File: src/rtl/wwd_pkg.sv
package wwd_pkg;

    localparam int SEL_W  = 3;
    localparam int DATA_W = 8;

    localparam logic [3:0] OFS_TRIG_FIX = 4'h0;
    localparam logic [3:0] OFS_TRIG_VAR = 4'h4;
    localparam logic [3:0] OFS_REF      = 4'h8;
    localparam logic [3:0] OFS_MODE     = 4'hC;

    typedef enum logic [1:0] {
        ST_OFF,
        ST_CLOSED,
        ST_OPEN,
        ST_FAULT
    } wwd_state_e;

    typedef struct packed {
        logic [SEL_W-1:0] ovf_sel;
        logic             pre_en;
        logic             irq_kind;
        logic [1:0]       win;
    } wwd_mode_t;

endpackage

File: src/rtl/wwd_refgen.sv
module wwd_refgen #(
    parameter int          W    = 8,
    parameter logic [W-1:0] SEED = 8'h5A
) (
    input  logic         clk,
    input  logic         rst_n,
    input  logic         adv,
    output logic [W-1:0] ref_val
);

    logic [W-1:0] ref_q;
    logic         fb;

    always_comb begin
        fb = ref_q[W-1] ^ ref_q[W-3] ^ ref_q[W-4] ^ ref_q[W-5];
    end

    always_ff @(posedge clk or negedge rst_n) begin
        if (!rst_n) begin
            ref_q <= SEED;
        end else if (adv) begin
            ref_q <= {ref_q[W-2:0], fb};
        end
    end

    assign ref_val = ref_q;

    a_r2_ref_nonzero: assert property (@(posedge clk) disable iff (!rst_n)
        ref_q != '0);

    a_r2_ref_holds: assert property (@(posedge clk) disable iff (!rst_n)
        !adv |=> $stable(ref_q));

endmodule

File: src/rtl/wwd_regbank.sv
module wwd_regbank
    import wwd_pkg::*;
#(
    parameter int               ADDR_W   = 4,
    parameter logic [DATA_W-1:0] ACT_CODE = 8'hAC
) (
    input  logic              clk,
    input  logic              rst_n,
    input  logic              en,
    input  logic              var_sel,
    input  logic [ADDR_W-1:0] addr,
    input  logic [DATA_W-1:0] wdata,
    input  logic              wr,
    input  logic [DATA_W-1:0] ref_val,
    output logic [DATA_W-1:0] rdata,
    output wwd_mode_t         mode_q,
    output wwd_mode_t         mode_nx,
    output logic              mode_wr,
    output logic              trig_hit,
    output logic              trig_ok,
    output logic              trig_var
);

    logic              hit_fix;
    logic              hit_var;
    logic [DATA_W-1:0] var_code;

    always_comb begin
        hit_fix  = (addr == ADDR_W'(OFS_TRIG_FIX));
        hit_var  = (addr == ADDR_W'(OFS_TRIG_VAR));
        var_code = ACT_CODE - ref_val;
        mode_wr  = wr && (addr == ADDR_W'(OFS_MODE));
        trig_hit = en && wr && (hit_fix || hit_var);
        trig_var = hit_var;
        trig_ok  = (hit_fix && !var_sel && (wdata == ACT_CODE)) ||
                   (hit_var &&  var_sel && (wdata == var_code));
        mode_nx  = mode_wr ? wwd_mode_t'(wdata[6:0]) : mode_q;
    end

    always_ff @(posedge clk or negedge rst_n) begin
        if (!rst_n) begin
            mode_q <= '0;
        end else begin
            mode_q <= mode_nx;
        end
    end

    always_comb begin
        rdata = '0;
        if (addr == ADDR_W'(OFS_REF)) begin
            rdata = ref_val;
        end else if (addr == ADDR_W'(OFS_MODE)) begin
            rdata = {1'b0, mode_q};
        end
    end

    a_r3_mode_held: assert property (@(posedge clk) disable iff (!rst_n)
        !mode_wr |=> $stable(mode_q));

endmodule

File: src/rtl/wwd_timer_fsm.sv
module wwd_timer_fsm
    import wwd_pkg::*;
#(
    parameter int BASE_EXP = 9
) (
    input  logic      clk,
    input  logic      rst_n,
    input  logic      en,
    input  logic      tick,
    input  logic      var_sel,
    input  wwd_mode_t mode_q,
    input  wwd_mode_t mode_nx,
    input  logic      mode_wr,
    input  logic      trig_hit,
    input  logic      trig_ok,
    input  logic      trig_var,
    output logic      ref_adv,
    output logic      rst_req,
    output logic      err_irq,
    output logic      pre_irq
);

    localparam int MAX_EXP = BASE_EXP + (1 << SEL_W) - 1;
    localparam int CNT_W   = MAX_EXP + 1;

    wwd_state_e       state_q, state_d;
    logic [CNT_W-1:0] cnt_q, cnt_d;
    logic [CNT_W-1:0] ivl, quarter, win_start, three_q, cnt_inc;
    wwd_state_e       restart_st;
    logic             fault_ev;
    logic             pre_hit;
    logic             rst_req_q, err_irq_q, pre_irq_q;

    // interval geometry from the live mode
    always_comb begin
        ivl     = CNT_W'(1) << (BASE_EXP + int'(mode_q.ovf_sel));
        quarter = ivl >> 2;
        three_q = ivl - quarter;
        cnt_inc = cnt_q + CNT_W'(1);
        unique case (mode_q.win)
            2'd0: win_start = '0;
            2'd1: win_start = ivl - quarter;
            2'd2: win_start = ivl - (quarter << 1);
            2'd3: win_start = quarter;
            default: win_start = '0;
        endcase
        restart_st = (mode_nx.win == 2'd0) ? ST_OPEN : ST_CLOSED;
    end

    // next-state and counter logic
    always_comb begin
        state_d = state_q;
        cnt_d   = cnt_q;
        ref_adv = 1'b0;
        pre_hit = 1'b0;
        if (!en) begin
            state_d = ST_OFF;
            cnt_d   = '0;
        end else begin
            unique case (state_q)
                ST_OFF, ST_FAULT: begin
                    state_d = restart_st;
                    cnt_d   = '0;
                end
                ST_CLOSED, ST_OPEN: begin
                    if (mode_wr) begin
                        state_d = restart_st;
                        cnt_d   = '0;
                    end else if (trig_hit) begin
                        cnt_d = '0;
                        if (state_q == ST_OPEN && trig_ok) begin
                            state_d = restart_st;
                            ref_adv = trig_var && var_sel;
                        end else begin
                            state_d = ST_FAULT;
                        end
                    end else if (tick) begin
                        if (cnt_q == ivl - CNT_W'(1)) begin
                            state_d = ST_FAULT;
                            cnt_d   = '0;
                        end else begin
                            cnt_d   = cnt_inc;
                            pre_hit = mode_q.pre_en && (cnt_inc == three_q);
                            if (state_q == ST_CLOSED && cnt_inc == win_start) begin
                                state_d = ST_OPEN;
                            end
                        end
                    end
                end
                default: begin
                    state_d = ST_OFF;
                    cnt_d   = '0;
                end
            endcase
        end
        fault_ev = (state_d == ST_FAULT) && (state_q != ST_FAULT);
    end

    // state register
    always_ff @(posedge clk or negedge rst_n) begin
        if (!rst_n) begin
            state_q <= ST_OFF;
            cnt_q   <= '0;
        end else begin
            state_q <= state_d;
            cnt_q   <= cnt_d;
        end
    end

    // registered outputs
    always_ff @(posedge clk or negedge rst_n) begin
        if (!rst_n) begin
            rst_req_q <= 1'b0;
            err_irq_q <= 1'b0;
            pre_irq_q <= 1'b0;
        end else begin
            rst_req_q <= fault_ev && !mode_q.irq_kind;
            err_irq_q <= err_irq_q || (fault_ev && mode_q.irq_kind);
            pre_irq_q <= pre_hit;
        end
    end

    assign rst_req = rst_req_q;
    assign err_irq = err_irq_q;
    assign pre_irq = pre_irq_q;

    a_r7_fault_single: assert property (@(posedge clk) disable iff (!rst_n)
        state_q == ST_FAULT |=> state_q != ST_FAULT);

    a_r7_irq_sticky: assert property (@(posedge clk) disable iff (!rst_n)
        err_irq_q |=> err_irq_q);

    a_r7_rst_pulse: assert property (@(posedge clk) disable iff (!rst_n)
        rst_req_q |=> !rst_req_q);

    a_r5_early_trigger: assert property (@(posedge clk) disable iff (!rst_n)
        (en && state_q == ST_CLOSED && trig_hit) |=> state_q == ST_FAULT);

    a_r9_off_cleared: assert property (@(posedge clk) disable iff (!rst_n)
        !en |=> (state_q == ST_OFF && cnt_q == '0));

    a_r4_cnt_range: assert property (@(posedge clk) disable iff (!rst_n)
        cnt_q < ivl);

    a_r8_pre_single: assert property (@(posedge clk) disable iff (!rst_n)
        pre_irq_q |=> !pre_irq_q);

    a_r10_tick_hold: assert property (@(posedge clk) disable iff (!rst_n)
        (en && !tick && !trig_hit && !mode_wr &&
         (state_q == ST_CLOSED || state_q == ST_OPEN)) |=> $stable(cnt_q));

endmodule

File: src/rtl/win_watchdog.sv
module win_watchdog
    import wwd_pkg::*;
#(
    parameter int                BASE_EXP = 9,
    parameter int                ADDR_W   = 4,
    parameter logic [DATA_W-1:0] ACT_CODE = 8'hAC,
    parameter logic [DATA_W-1:0] REF_SEED = 8'h5A
) (
    input  logic              clk,
    input  logic              rst_n,
    input  logic              cnt_tick,
    input  logic              wd_enable,
    input  logic              code_var_sel,
    input  logic [ADDR_W-1:0] bus_addr,
    input  logic [7:0]        bus_wdata,
    input  logic              bus_wr,
    output logic [7:0]        bus_rdata,
    output logic              rst_req,
    output logic              err_irq,
    output logic              pre_irq
);

    logic [DATA_W-1:0] ref_val;
    wwd_mode_t         mode_q, mode_nx;
    logic              mode_wr, trig_hit, trig_ok, trig_var, ref_adv;

    wwd_regbank #(
        .ADDR_W   (ADDR_W),
        .ACT_CODE (ACT_CODE)
    ) u_regs (
        .clk      (clk),
        .rst_n    (rst_n),
        .en       (wd_enable),
        .var_sel  (code_var_sel),
        .addr     (bus_addr),
        .wdata    (bus_wdata),
        .wr       (bus_wr),
        .ref_val  (ref_val),
        .rdata    (bus_rdata),
        .mode_q   (mode_q),
        .mode_nx  (mode_nx),
        .mode_wr  (mode_wr),
        .trig_hit (trig_hit),
        .trig_ok  (trig_ok),
        .trig_var (trig_var)
    );

    wwd_refgen #(
        .W    (DATA_W),
        .SEED (REF_SEED)
    ) u_ref (
        .clk     (clk),
        .rst_n   (rst_n),
        .adv     (ref_adv),
        .ref_val (ref_val)
    );

    wwd_timer_fsm #(
        .BASE_EXP (BASE_EXP)
    ) u_fsm (
        .clk      (clk),
        .rst_n    (rst_n),
        .en       (wd_enable),
        .tick     (cnt_tick),
        .var_sel  (code_var_sel),
        .mode_q   (mode_q),
        .mode_nx  (mode_nx),
        .mode_wr  (mode_wr),
        .trig_hit (trig_hit),
        .trig_ok  (trig_ok),
        .trig_var (trig_var),
        .ref_adv  (ref_adv),
        .rst_req  (rst_req),
        .err_irq  (err_irq),
        .pre_irq  (pre_irq)
    );

endmodule

File: config.mk
export PLATFORM = sky130hd
export DESIGN_NAME = win_watchdog
export DESIGN_NICKNAME = d
export VERILOG_FILES = /design/src/rtl/wwd_pkg.sv /design/src/rtl/wwd_refgen.sv /design/src/rtl/wwd_regbank.sv /design/src/rtl/wwd_timer_fsm.sv /design/src/rtl/win_watchdog.sv
export SDC_FILE = /design/constraint.sdc
export NUM_CORES = 1
export LEC_CHECK = 0
export ABC_AREA = 1
export ABC_CLOCK_PERIOD_IN_PS = 4400
export BUFFER_PORTS_ARGS = -buffer_cell sky130_fd_sc_hd__buf_2
export CORE_MARGIN = 2
export CORE_UTILIZATION = 51
export DETAILED_ROUTE_END_ITERATION = 7
export PLACE_DENSITY_LB_ADDON = 0.3
export SKIP_CTS_REPAIR_TIMING = 1
export SLEW_MARGIN = 30
export SYNTH_ARGS = -nofsm -noshare
export SYNTH_HDL_FRONTEND = slang
export SYNTH_SLANG_ARGS = --single-unit
File: constraint.sdc
create_clock -name clk -period 4.4 [get_ports clk]
set_clock_uncertainty 0.1 [all_clocks]
set_input_delay 0.88 -clock clk [delete_from_list [all_inputs] [get_ports clk]]
set_output_delay 0.88 -clock clk [all_outputs]
set_load 0.02 [all_outputs]
# ---- Yosys cells after proc, flatten, opt, wreduce, memory -nomap -nowiden
# Cells that the tools add are included.
dict set report word_totals {
  reg_bits 37
  inputBits 18
  output_inout_bits 11
  word_cells 91
}
dict set report op_classes {
  n_addsub 6
  n_eq_ne 17
  shift 1
  muxes 30
  n_bitwise 3
  reduce_logical 24
}
# op n
set op_table {}
lappend op_table {{$mux W17} 5}
lappend op_table {{$pmux W17 S4} 1}
lappend op_table {{$eq A17 B17 Y1} 3}
lappend op_table {{$pmux W17 S2} 1}
lappend op_table {{$shl A1 B32 Y17 const A} 1}
lappend op_table {{$mux W2} 9}
lappend op_table {{$add A17 B1 Y17 const B} 1}
lappend op_table {{$sub A17 B1 Y17 const B} 1}
lappend op_table {{$sub A17 B15 Y17} 1}
lappend op_table {{$sub A17 B16 Y17} 1}
lappend op_table {{$logic_and A1 B1 Y1} 13}
lappend op_table {{$mux W1} 11}
lappend op_table {{$eq A2 B2 Y1 const B} 5}
lappend op_table {{$eq A4 B4 Y1 const B} 2}
lappend op_table {{$eq A8 B8 Y1} 1}
lappend op_table {{$eq A8 B8 Y1 const B} 1}
lappend op_table {{$mux W8} 1}
lappend op_table {{$sub A8 B8 Y8 const A} 1}
lappend op_table {{$mux W7} 1}
lappend op_table {{$logic_not A2 Y1} 3}
lappend op_table {{$add A4 B3 Y5 const A} 1}
lappend op_table {{$ne A5 B5 Y1 const B} 1}
lappend op_table {{$eq A2 B1 Y1 const B} 2}
lappend op_table {{$eq A4 B3 Y1 const B} 1}
lappend op_table {{other kinds (7)} 13}

# ---- Logic depth before layout (Yosys ltp)
# Gate-level depths: netlist (run 1).
dict set report logic_depth {
  ltp_word 17
  ltp_mapped 31
  mapped_depth_nobuf 30
}

# ---- Cells and area by module
# Synthesis (run 1) repeated with hierarchy kept, for this count alone.
dict set report unflattened {
  cells_unflattened 1008
  hier_area_um2 5905.7
}
# mod n_inst cells_per_inst area_per_inst_um2 seq_area_each_um2
set modules_own_cells {}
lappend modules_own_cells {wwd_timer_fsm 1 836 4784.6 550.5}
lappend modules_own_cells {wwd_regbank 1 126 753.2 175.2}
lappend modules_own_cells {wwd_refgen 1 46 367.9 205.2}

# ---- Worst setup path before layout (run 1)
# No wires, ideal clock.
dict set report synth_timing {
  path_kind {register to register}
  start {register u_regs.mode_q[5] (netlist name)}
  end {register u_fsm.err_irq_q, in the netlist u_fsm.err_irq}
  setup_time_ps 116
  t_arrival_ps 3138
  t_required_ps 4184
  slack_ps 1046
  path_stages_with_launch 27
  n_path_buf 1
  synth_period_minus_slack_ps 3354
  path_cell_list {dfrtp_1 > buf_4 > nand2_2 > inv_1 > ha_1 > nor2_2 > nand2_1 > ha_1 > nor2_1 > and2_1 > nand2_1 > nand2_1 > nand2_1 > nand3_1 > nand3_1 > nand2_1 > nand2_1 > nor2_1 > nand3_1 > nor2_1 > nand3_1 > nand2_1 > nand2_1 > nand3_1 > nor2_1 > nand2_1 > nand2_1}
}
dict set report synth_between {
  elab_chain_len 17
  word_cells_on_any_way 20
  classes_between {add/sub (4); eq/ne (3); shift (1); mux (8); reduce/logical (4)}
}
# item line_no
set synth_lines {}
lappend synth_lines {{$add A4 B3 Y5 *} wwd_timer_fsm.sv:36} ;# ivl = CNT_W'(1) << (BASE_EXP + int'(mode_q.ovf_sel));
lappend synth_lines {{$shl A1 B32 Y17 *} wwd_timer_fsm.sv:36}
lappend synth_lines {{$sub A17 B16 Y17 or $sub A17 B15 Y17 (tied branches)} {wwd_timer_fsm.sv:43, wwd_timer_fsm.sv:42}}
lappend synth_lines {{$pmux W17 S4} wwd_timer_fsm.sv:40} ;# unique case (mode_q.win)
lappend synth_lines {{$eq A17 B17 Y1} wwd_timer_fsm.sv:84} ;# if (state_q == ST_CLOSED && cnt_inc == win_start) begin
lappend synth_lines {{$logic_and A1 B1 Y1} wwd_timer_fsm.sv:84}
lappend synth_lines {{$mux W2} wwd_timer_fsm.sv:84}
lappend synth_lines {{$mux W2 *} wwd_timer_fsm.sv:78} ;# if (cnt_q == ivl - CNT_W'(1)) begin
lappend synth_lines {{$mux W2 *} wwd_timer_fsm.sv:77} ;# end else if (tick) begin
lappend synth_lines {{$mux W2 *} wwd_timer_fsm.sv:69} ;# end else if (trig_hit) begin
lappend synth_lines {{$mux W2 *} wwd_timer_fsm.sv:66} ;# if (mode_wr) begin
lappend synth_lines {{$pmux W2 S2 *} wwd_timer_fsm.sv:60} ;# unique case (state_q)
lappend synth_lines {{$mux W2 *} wwd_timer_fsm.sv:56} ;# if (!en) begin
lappend synth_lines {{$eq A2 B2 Y1 *} wwd_timer_fsm.sv:96} ;# fault_ev = (state_d == ST_FAULT) && (state_q != ST_FAULT);
lappend synth_lines {{$logic_and A1 B1 Y1 *} wwd_timer_fsm.sv:96}
lappend synth_lines {{$logic_and A1 B1 Y1 *} wwd_timer_fsm.sv:118} ;# err_irq_q <= err_irq_q || (fault_ev && mode_q.irq_kind);
lappend synth_lines {{$logic_or A1 B1 Y1 *} wwd_timer_fsm.sv:118}
lappend synth_lines {{end signal: assignment} wwd_timer_fsm.sv:118}
lappend synth_lines {{end: declaration} wwd_timer_fsm.sv:32} ;# logic rst_req_q, err_irq_q, pre_irq_q;
# Mark *: on every way between the ends. The rest lies on a longest branch, timed or not.
# A chain may end at the register's enable or synchronous reset.

# ---- Worst setup path in the final report (run 1)
dict set report layout_timing {
  start {register u_regs.mode_q[6] (netlist name)}
  end {register u_fsm.err_irq_q, in the netlist u_fsm.err_irq}
}
dict set report layout_between {
  elab_chain_len 17
  word_cells_on_any_way 20
  classes_between {add/sub (4); eq/ne (3); shift (1); mux (8); reduce/logical (4)}
}
# item line_no
set layout_lines {}
lappend layout_lines {{$add A4 B3 Y5 *} wwd_timer_fsm.sv:36}
lappend layout_lines {{$shl A1 B32 Y17 *} wwd_timer_fsm.sv:36}
lappend layout_lines {{$sub A17 B16 Y17 or $sub A17 B15 Y17 (tied branches)} {wwd_timer_fsm.sv:43, wwd_timer_fsm.sv:42}}
lappend layout_lines {{$pmux W17 S4} wwd_timer_fsm.sv:40}
lappend layout_lines {{$eq A17 B17 Y1} wwd_timer_fsm.sv:84}
lappend layout_lines {{$logic_and A1 B1 Y1} wwd_timer_fsm.sv:84}
lappend layout_lines {{$mux W2} wwd_timer_fsm.sv:84}
lappend layout_lines {{$mux W2 *} wwd_timer_fsm.sv:78}
lappend layout_lines {{$mux W2 *} wwd_timer_fsm.sv:77}
lappend layout_lines {{$mux W2 *} wwd_timer_fsm.sv:69}
lappend layout_lines {{$mux W2 *} wwd_timer_fsm.sv:66}
lappend layout_lines {{$pmux W2 S2 *} wwd_timer_fsm.sv:60}
lappend layout_lines {{$mux W2 *} wwd_timer_fsm.sv:56}
lappend layout_lines {{$eq A2 B2 Y1 *} wwd_timer_fsm.sv:96}
lappend layout_lines {{$logic_and A1 B1 Y1 *} wwd_timer_fsm.sv:96}
lappend layout_lines {{$logic_and A1 B1 Y1 *} wwd_timer_fsm.sv:118}
lappend layout_lines {{$logic_or A1 B1 Y1 *} wwd_timer_fsm.sv:118}
# Marked as above.

==> flow_metrics.env, run 1 <==
export IMPL_status="finished, final reports clean"
export IMPL_fin_cells=1037
export IMPL_regToRegStartpoint="u_regs.mode_q[6]"
export IMPL_clock_latency_ns=0.29
export IMPL_p_sw_w=0.0008973
export IMPL_yosys_area_share_xor_xnor=0.08436
export IMPL_clkPwrFrac=0.150
export IMPL_power_per_cell_area_nw_per_um2=306.7
export IMPL_grt_use_total=0.2825
export IMPL_synth_top_area_cell="nand2_1"
export IMPL_coreArea_um2=9819
export IMPL_synth_simple_area_share=0.3880
export IMPL_synthArstFlopShare=1.000
export IMPL_final_setup_tns_ns=0
export IMPL_worstSetupEndpointType="flip-flop"
export IMPL_start_util=0.5271
export IMPL_most_common_layout_cells="nand2_1, inv_1, nor2_1"
export IMPL_synth_compound_area_frac=0.1073
export IMPL_die_y_um=104.7
export IMPL_drt_pass1_iter_count=6
export IMPL_port_buffers=28
export IMPL_tightest_slew_ns=0.5552
export IMPL_synth_top_area_share=0.1603
export IMPL_drv_cap=0
export IMPL_vdd_drop_max_mv=0.2304
export IMPL_rr_worst_depth=22
export IMPL_setup_slack_ns=0.4723
export IMPL_area_growth_pct=9.959
export IMPL_synthFlopType="dfrtp_1"
export IMPL_synth_fa_ha_area_frac=0.1238
export IMPL_worstHoldStart="u_fsm.err_irq"
export IMPL_internal_power_w=0.0008482
export IMPL_wl_mm=15.05
export IMPL_dpl_instance_area_um2=5592
export IMPL_fin_nets=971
export IMPL_cts_clk_slew_worst_paths_ns=0.08
export IMPL_hold_violations=0
export IMPL_synthTopCellsByArea="nand2_1, dfrtp_1, ha_1, inv_1, nand3_1"
export IMPL_report_final_setup_viol=0
export IMPL_critical_path_class="flip-flop to flip-flop"
export IMPL_timing_fmax_mhz=254.6
export IMPL_slowest_delay_ns=0.64
export IMPL_die_x_um=104.7
export IMPL_seq_area_frac_synth=0.1798
export IMPL_vias=5437
export IMPL_synth_area_um2=5176
export IMPL_crit_slowest_cell="dfrtp_1"
export IMPL_cts_sinks=37
export IMPL_grt_antenna_before_repair=0
export IMPL_synth_edf_count=0
export IMPL_layout_commonest_cell="nand2_1"
export IMPL_antenna_cells=0
export IMPL_muxShareOfSynthArea=0
export IMPL_synth_top_family_by_area="simple AND/OR/NAND/NOR gates"
export IMPL_htree_levels=2
export IMPL_path_buf_inv=0
export IMPL_crit_arrival_ns=4.02
export IMPL_utilization=0.5796
export IMPL_crit_family="simple AND/OR/NAND/NOR gates"
export IMPL_seqPwrFrac=0.234
export IMPL_report_final_slew_viol_count=0
export IMPL_ant_nets=0
export IMPL_path_depth=22
export IMPL_crit_path_frequent_cell="nand2_1"
export IMPL_crit_chain="ha_1 -> nor2_2 -> nand2_1 -> ha_1 -> nor2_1 -> nand3_1 -> nor2_1 -> nand2_1 -> nand4_1 -> nand2_1 -> nor2_1 -> nand2_1 -> nor2_1 -> nand3_1 -> nor2_1 -> nand3_1 -> nand2_1 -> nand2_1 -> nand3_1 -> nor2_1 -> nand2_1 -> nand2_1"
export IMPL_rsz0062_at_grt="no"
export IMPL_place_ws_ns=0.4495
export IMPL_clock_path_buffers=2
export IMPL_hold_depth=2
export IMPL_std_cell_rows=36
export IMPL_relSlewSlack=0.6288
export IMPL_root_buffer="clkbuf_8"
export IMPL_cp_start_kind="flip-flop"
export IMPL_dieArea_um2=10970
export IMPL_synth_cell_type_count=44
export IMPL_final_area_um2=5692
export IMPL_dpl_cell_count=1029
export IMPL_boundaryPins=29
export IMPL_place_congestion=0.9970
export IMPL_drt_initial_drc_count=415
export IMPL_grt_overflow_total=0
export IMPL_critPathLaunch="u_regs.mode_q[6]"
export IMPL_hpwl_mm=12.49
export IMPL_grt_max_degree=38
export IMPL_ys_ff_latch=37
export IMPL_wire_per_inst_um=14.51
export IMPL_comb_power_share=0.617
export IMPL_synth_warning_count=0
export IMPL_worstPathRequired_ns=4.49
export IMPL_grt_pass1_vias=5035
export IMPL_grt_pass1_wl_mm=24.68
export IMPL_cts_buffers=5
export IMPL_viasPerCell=5.243
export IMPL_min_path_type="flip-flop to flip-flop"
export IMPL_switching_share=0.5141
export IMPL_drive_gt1_frac=0.08960
export IMPL_syn_area_per_cell_um2=6.192
export IMPL_tritoncts="built"
export IMPL_min_period_ns=3.928
export IMPL_cp_max_fo=10
export IMPL_drt_drc_violations_left=0
export IMPL_p_leak_nw=2.987
export IMPL_syn_inst=836
export IMPL_fin_crit_sh=0.8927
[power by group through the flow]
stage	Clock (W)	Combinational, W	Sequential [W]
final	0.000261	0.00108	0.000408
after floorplan	0	0.000819	0.000393
after global routing	0.000283	0.00121	0.000413
after CTS	0.000271	0.00104	0.000407
after global placement	0	0.00104	0.000412
after detailed placement	0	0.00104	0.000414
[routing by layer]
layer,GRT usage,vias up,share of wire
met5,0,-,0
met4,0.1019,0,0.037
met3,0.05240,36,0.071
met2,0.4420,195,0.43
met1,0.3877,2427,0.46
li1,-,2779,-
[flip-flops by register name (all words and copies together) (netlist names)]
signal and count:
u_fsm.cnt_q 17, u_fsm.err_irq 1, u_fsm.pre_irq 1, u_fsm.rst_req 1, u_fsm.state_q 2, u_ref.ref_val 8
u_regs.mode_q 7
[cell type report]
cell class / count / area [um2]
fillers: 1028 / 4128
multi-input cells: 683 / 3795
flip-flops and latches: 37 / 932.1
inverters: 147 / 551.8
well taps: 133 / 166.4
repair buffers: 29 / 150.1
clock buffers: 6 / 82.58
clock inverters: 2 / 13.76
[cell usage after synthesis (all sizes together), types with 3 or more instances]
master / n
xnor2: 7
ha: 48
o21ai: 37
o22ai: 27
and2: 4
xor2: 42
a21oi: 23
or2: 3
nand3: 73
dfstp: 4
nand3b: 10
nor2: 87
nand4: 24
nand2: 230
buf: 6
nor3: 12
dfrtp: 33
inv: 147
[logic make-up after synthesis]
group	Yosys count
adder cells (fa/ha/maj)	50
AO/OA/AOI/OAI	97
buffers and inverters	155
flip-flops	37
other	2
XOR/XNOR	49
AND/OR/NAND/NOR	446
[through the flow]
step / hold WS [ns] / total power (W)
2_1_floorplan: 0.3326 / 0.001212
3_3_place_gp: 0.3444 / 0.001448
3_5_place_dp: 0.3451 / 0.001454
4_1_cts: 0.3665 / 0.001723
5_1_grt: 0.4024 / 0.001908
6_report: 0.3636 / 0.001746
[path summary, 6_finish.rpt]
kind | to | slack, ns
setup / recovery | u_fsm.err_irq | 0.47
hold / removal | u_fsm.err_irq | 0.36
setup reg to reg | u_fsm.err_irq | 0.47
hold reg to reg | u_fsm.err_irq | 0.36
max in group asynchronous | u_regs.mode_q[5] | 3.39
min in group asynchronous | u_fsm.rst_req | 0.45
[worst register-to-register path, delay by kind of cell (launching register included)]
kind	cells	cell delay [ns]
AND/OR/NAND/NOR	20	2.33
adder cells (fa/ha/maj)	2	0.76
flip-flops	1	0.64
Power figures use the tool's default switching activity.
==> inputs of run 2 (changes only) <==
REMOVE_ABC_BUFFERS = 1   (was not set)
==> run 2 against run 1 <==
  * Wire length up 0.41%
  * Critical endpoint is now u_fsm.rst_req
  * Fmax down 1.5%
  * Total power up 3.1%
==> flow_metrics.env, run 2 (synthesized netlist as in run 1, its figures left out) <==
export IMPL_status="finished, final reports clean"
export IMPL_reg2reg_to="u_fsm.rst_req"
export IMPL_drv_cap=0
export IMPL_viasPerCell=5.262
export IMPL_relSlewSlack=0.5874
export IMPL_std_cell_rows=36
export IMPL_report_final_slew_viol_count=0
export IMPL_boundaryPins=29
export IMPL_most_common_layout_cells="nand2_1, inv_1, nor2_1"
export IMPL_fin_cells=1038
export IMPL_report_final_setup_viol=0
export IMPL_die_x_um=104.7
export IMPL_fin_nets=972
export IMPL_cp_max_fo=11
export IMPL_grt_antenna_before_repair=0
export IMPL_clock_latency_ns=0.29
export IMPL_crit_arrival_ns=4.08
export IMPL_rr_worst_depth=22
export IMPL_layout_commonest_cell="nand2_1"
export IMPL_grt_pass1_wl_mm=25.07
export IMPL_port_buffers=28
export IMPL_clock_path_buffers=2
export IMPL_worstSetupEndpoint="u_fsm.rst_req"
export IMPL_die_y_um=104.7
export IMPL_grt_pass1_vias=5079
export IMPL_min_path_type="flip-flop to flip-flop"
export IMPL_top_register="u_fsm.cnt_q"
export IMPL_wire_per_inst_um=14.55
export IMPL_wl_mm=15.11
export IMPL_critical_path_class="flip-flop to flip-flop"
export IMPL_area_growth_pct=10.83
export IMPL_antenna_cells=0
export IMPL_dieArea_um2=10970
export IMPL_regToRegStartpoint="u_regs.mode_q[5]"
export IMPL_cts_sinks=37
export IMPL_fin_crit_sh=0.9063
export IMPL_coreArea_um2=9819
export IMPL_htree_levels=2
export IMPL_worstSetupEndpointType="flip-flop"
export IMPL_start_util=0.5271
export IMPL_power_per_cell_area_nw_per_um2=313.8
export IMPL_hold_violations=0
export IMPL_drt_pass1_iter_count=6
export IMPL_worstPathRequired_ns=4.49
export IMPL_cts_buffers=5
export IMPL_cp_start_kind="flip-flop"
export IMPL_critPathLaunch="u_regs.mode_q[5]"
export IMPL_root_buffer="clkbuf_8"
export IMPL_p_leak_nw=3.006
export IMPL_place_congestion=1.036
export IMPL_drt_initial_drc_count=509
export IMPL_drt_drc_violations_left=0
export IMPL_grt_max_degree=38
export IMPL_hpwl_mm=12.55
export IMPL_largest_reg_flops=17
export IMPL_timing_fmax_mhz=250.8
export IMPL_min_period_ns=3.988
export IMPL_dpl_cell_count=1029
export IMPL_vdd_drop_max_mv=0.1748
export IMPL_tightest_slew_ns=0.6170
export IMPL_ant_nets=0
export IMPL_rsz0062_at_grt="no"
export IMPL_cts_clk_slew_worst_paths_ns=0.08
export IMPL_final_setup_tns_ns=0
export IMPL_tritoncts="built"
export IMPL_fillCellCount=992
export IMPL_regToRegSetupSlack_ns=0.41
export IMPL_grt_use_total=0.2847
export IMPL_vias=5462
export IMPL_drive_gt1_frac=0.08950
export IMPL_grt_overflow_total=0
==> run 2: cell count changes in the layout (fill, tap and decap cells not counted) <==
cell,before,now
buf_16,0,1
buf_2,27,28
buf_4,2,1
bufinv_16,0,1
clkbuf_1,0,1
clkinv_2,1,0
clkinv_4,1,0
==> run 2: worst min path at each step <==
stage,to,from,cells past startpoint
6_report,u_fsm.err_irq,u_fsm.err_irq,2
5_1_grt,u_fsm.rst_req,u_regs.mode_q[2],1
4_1_cts,u_fsm.err_irq,u_fsm.err_irq,2
3_5_place_dp,u_fsm.err_irq,u_fsm.err_irq,2
3_3_place_gp,u_fsm.err_irq,u_fsm.err_irq,2
2_1_floorplan,u_fsm.rst_req,u_regs.mode_q[2],1
==> run 2: cell type report <==
cell class	count	area, um2	area share
Clock buffer	7	86.33	0.01505
Clock inverter	1	30.03	0.005234
Inverter	147	551.8	0.09618
Multi-Input combinational cell	683	3795	0.6615
Sequential cell	37	932.1	0.1625
Tap cell	133	166.4	0.02901
Timing Repair Buffer	30	175.2	0.03053
==> run 2: through the flow <==
stage	hold WS (ns)	instance area (um2)	power [W]	util	setup slack, ns
finish	0.3809	5737	0.001800	0.5842	0.4121
detailed placement	0.3562	5592	0.001452	0.5694	0.3474
global route	0.4133	5737	0.001969	0.5842	0.06494
global placement	0.3506	5592	0.001454	0.5694	0.4378
floorplan	0.3326	5278	0.001199	-	1.024
CTS	0.3812	5708	0.001767	0.5813	0.3161
==> run 2: where the power goes <==
part	leakage, nW	total [W]	switching (W)	internal, W
registers	0.473	0.000409	0.0000436	0.000365
clock network	0.0585	0.000314	0.000129	0.000185
logic	2.48	0.00108	0.000719	0.000359
total	3.01	0.00180	0.000891	0.000909
==> run 2: worst max-delay path, stage by stage (launching register included) <==
cell,delay (ns)
dfrtp_2,0.51
nand2_2,0.12
inv_1,0.06
ha_1,0.30
nor2_2,0.30
nand2_1,0.32
ha_1,0.42
nor2_1,0.27
and2_1,0.20
nand2_1,0.08
nand2_1,0.11
nand2_1,0.06
nand3_1,0.09
nand3_1,0.07
nand2_1,0.06
nand2_1,0.07
nor2_1,0.11
nand3_1,0.08
nor2_1,0.10
nand4_1,0.09
nand2_1,0.07
nand2_1,0.08
nor3_1,0.23
==> run 2: routing by layer <==
layer  vias up  global-route usage  wire, um
met5         -                   0         0
met4         0              0.1133       605
met3        33             0.04242      1116
met2       223              0.4453      6732
met1      2430              0.3930      6653
li1       2776                   -         -
==> inputs of run 3 (changes only) <==
CORE_MARGIN = 5   (was 2)
==> run 3 against run 2 <==
  * Register-to-register slack barely moved
  * Sequential power hardly changed
  * Flip-flop and latch count is the same
  * First-iteration DRC count down 3.9%
  * Fmax up 0.12%
  * Hold slack lost 0.024 ns
  * Count of clock-buffer cells in the layout decreased by 2
  * Global-route usage shrank 4.4 points
  * Setup slack improved by 0.0049 ns
  * Non-clock buffer count down 1
  * Largest power group unchanged
  * Highest routed layer unchanged
==> flow_metrics.env, run 3 (synthesized netlist as in run 1, its figures left out) <==
export IMPL_status="finished, final reports clean"
export IMPL_report_final_slew_viol_count=0
export IMPL_power_per_cell_area_nw_per_um2=303.6
export IMPL_met1_usage=0.3365
export IMPL_start_util=0.5271
export IMPL_drt_drc_violations_left=0
export IMPL_cts_buffers=5
export IMPL_cts_sinks=37
export IMPL_min_period_ns=3.983
export IMPL_area_growth_pct=9.766
export IMPL_multiInputGateArea_um2=3797
export IMPL_min_path_type="flip-flop to flip-flop"
export IMPL_root_buffer="clkbuf_8"
export IMPL_vias=5403
export IMPL_drt_initial_drc_count=489
export IMPL_dieArea_um2=12260
export IMPL_worstSetupEndpointType="flip-flop"
export IMPL_crit_arrival_ns=4.08
export IMPL_hold_depth=1
export IMPL_place_ws_ns=0.3512
export IMPL_p_leak_nw=2.979
export IMPL_clock_latency_ns=0.29
export IMPL_coreArea_um2=9819
export IMPL_viasPerCell=5.210
export IMPL_hpwl_mm=12.52
export IMPL_boundaryPins=29
export IMPL_fin_crit_sh=0.9052
export IMPL_die_x_um=110.7
export IMPL_ant_nets=0
export IMPL_final_setup_tns_ns=0
export IMPL_hold_violations=0
export IMPL_timing_fmax_mhz=251.1
export IMPL_grt_pass1_vias=4876
export IMPL_drv_cap=0
export IMPL_worstPathRequired_ns=4.49
export IMPL_largest_reg_flops=17
export IMPL_layout_commonest_cell="nand2_1"
export IMPL_tritoncts="built"
export IMPL_relSlewSlack=0.4366
export IMPL_final_area_um2=5682
export IMPL_top_register="u_fsm.cnt_q"
export IMPL_htree_levels=2
export IMPL_grt_util_met2=0.3823
export IMPL_tightest_slew_ns=0.8451
export IMPL_clock_path_buffers=2
export IMPL_grt_antenna_before_repair=0
export IMPL_setup_slack_ns=0.4171
export IMPL_fillCellCount=1056
export IMPL_std_cell_rows=36
export IMPL_cp_start_kind="flip-flop"
export IMPL_antenna_cells=0
export IMPL_use_met3=0.03985
export IMPL_cp_max_fo=11
export IMPL_grt_overflow_total=0
export IMPL_drive_gt1_frac=0.09071
export IMPL_dpl_instance_area_um2=5592
export IMPL_rsz0062_at_grt="no"
export IMPL_place_congestion=0.9987
export IMPL_busiest_layer="met2"
export IMPL_die_y_um=110.7
export IMPL_critical_path_class="flip-flop to flip-flop"
export IMPL_grt_max_degree=38
export IMPL_utilization=0.5786
export IMPL_drt_pass1_iter_count=5
export IMPL_most_common_layout_cells="nand2_1, inv_1, nor2_1"
export IMPL_regArea_um2=932.1
export IMPL_cts_clk_slew_worst_paths_ns=0.08
export IMPL_vdd_drop_max_mv=0.1820
export IMPL_grt_use_total=0.2408
export IMPL_rr_worst_depth=24
export IMPL_grt_pass1_wl_mm=24.28
export IMPL_wl_mm=14.89
export IMPL_report_final_setup_viol=0
export IMPL_port_buffers=28
export IMPL_wire_per_inst_um=14.36
export IMPL_fin_nets=971
## run 3: final timing paths
| kind | start | end | slack, ns |
|---|---|---|---|
| max in group asynchronous | rst_n | u_regs.mode_q[5] | 3.01 |
| max reg2reg | u_regs.mode_q[5] | u_fsm.err_irq | 0.42 |
| min reg2reg | u_regs.mode_q[2] | u_fsm.rst_req | 0.36 |
| max | u_regs.mode_q[5] | u_fsm.err_irq | 0.42 |
| min | u_regs.mode_q[2] | u_fsm.rst_req | 0.36 |
| min in group asynchronous | rst_n | u_fsm.cnt_q[1] | 0.58 |
## run 3: worst max-delay path, cell delays in order, from the launching register on
cell and delay (ns):
dfrtp_2 0.51, nand2_2 0.12, inv_1 0.06, ha_1 0.30, nor2_2 0.35, nand2_1 0.28
ha_1 0.41, nor2_1 0.25, nand3_1 0.17, nor2_1 0.14, nand2_1 0.11, nand4_1 0.09
nand2_1 0.07, nor2_1 0.09, nand2_1 0.06, nor2_1 0.13, nand3_1 0.09, nor2_1 0.09
nand3_1 0.10, nand2_1 0.08, nand2_1 0.06, nand3_1 0.09, nor2_1 0.05, nand2_1 0.05
nand2_1 0.04
## run 3: area by class of cell
| cell class | count | area share |
|---|---|---|
| clock buffer | 5 | 0.01211 |
| tap | 133 | 0.02929 |
| inverter | 147 | 0.09712 |
| clock inverter | 3 | 0.003083 |
| sequential | 37 | 0.1641 |
| timing repair buffer | 29 | 0.02599 |
| multi-input combinational | 683 | 0.6684 |
## run 3: per-layer routing
metal	wire [um]	part of all wire
met5	0	0
met4	414	0.028
met3	975	0.065
met2	6691	0.45
met1	6812	0.46
## run 3: report_power, final
group	switching (W)	total, W	internal [W]
combinational	0.000723	0.00108	0.000356
sequential	0.0000430	0.000408	0.000365
clock	0.000128	0.000237	0.000109
## run 3: per-stage QoR
stage | std cells | power [W] | hold WS [ns]
global route | 1037 | 0.001892 | 0.3875
detailed placement | 1029 | 0.001453 | 0.3503
CTS | 1037 | 0.001692 | 0.3615
floorplan | 867 | 0.001199 | 0.3326
finish | 1037 | 0.001725 | 0.3564
global placement | 1029 | 0.001449 | 0.3415
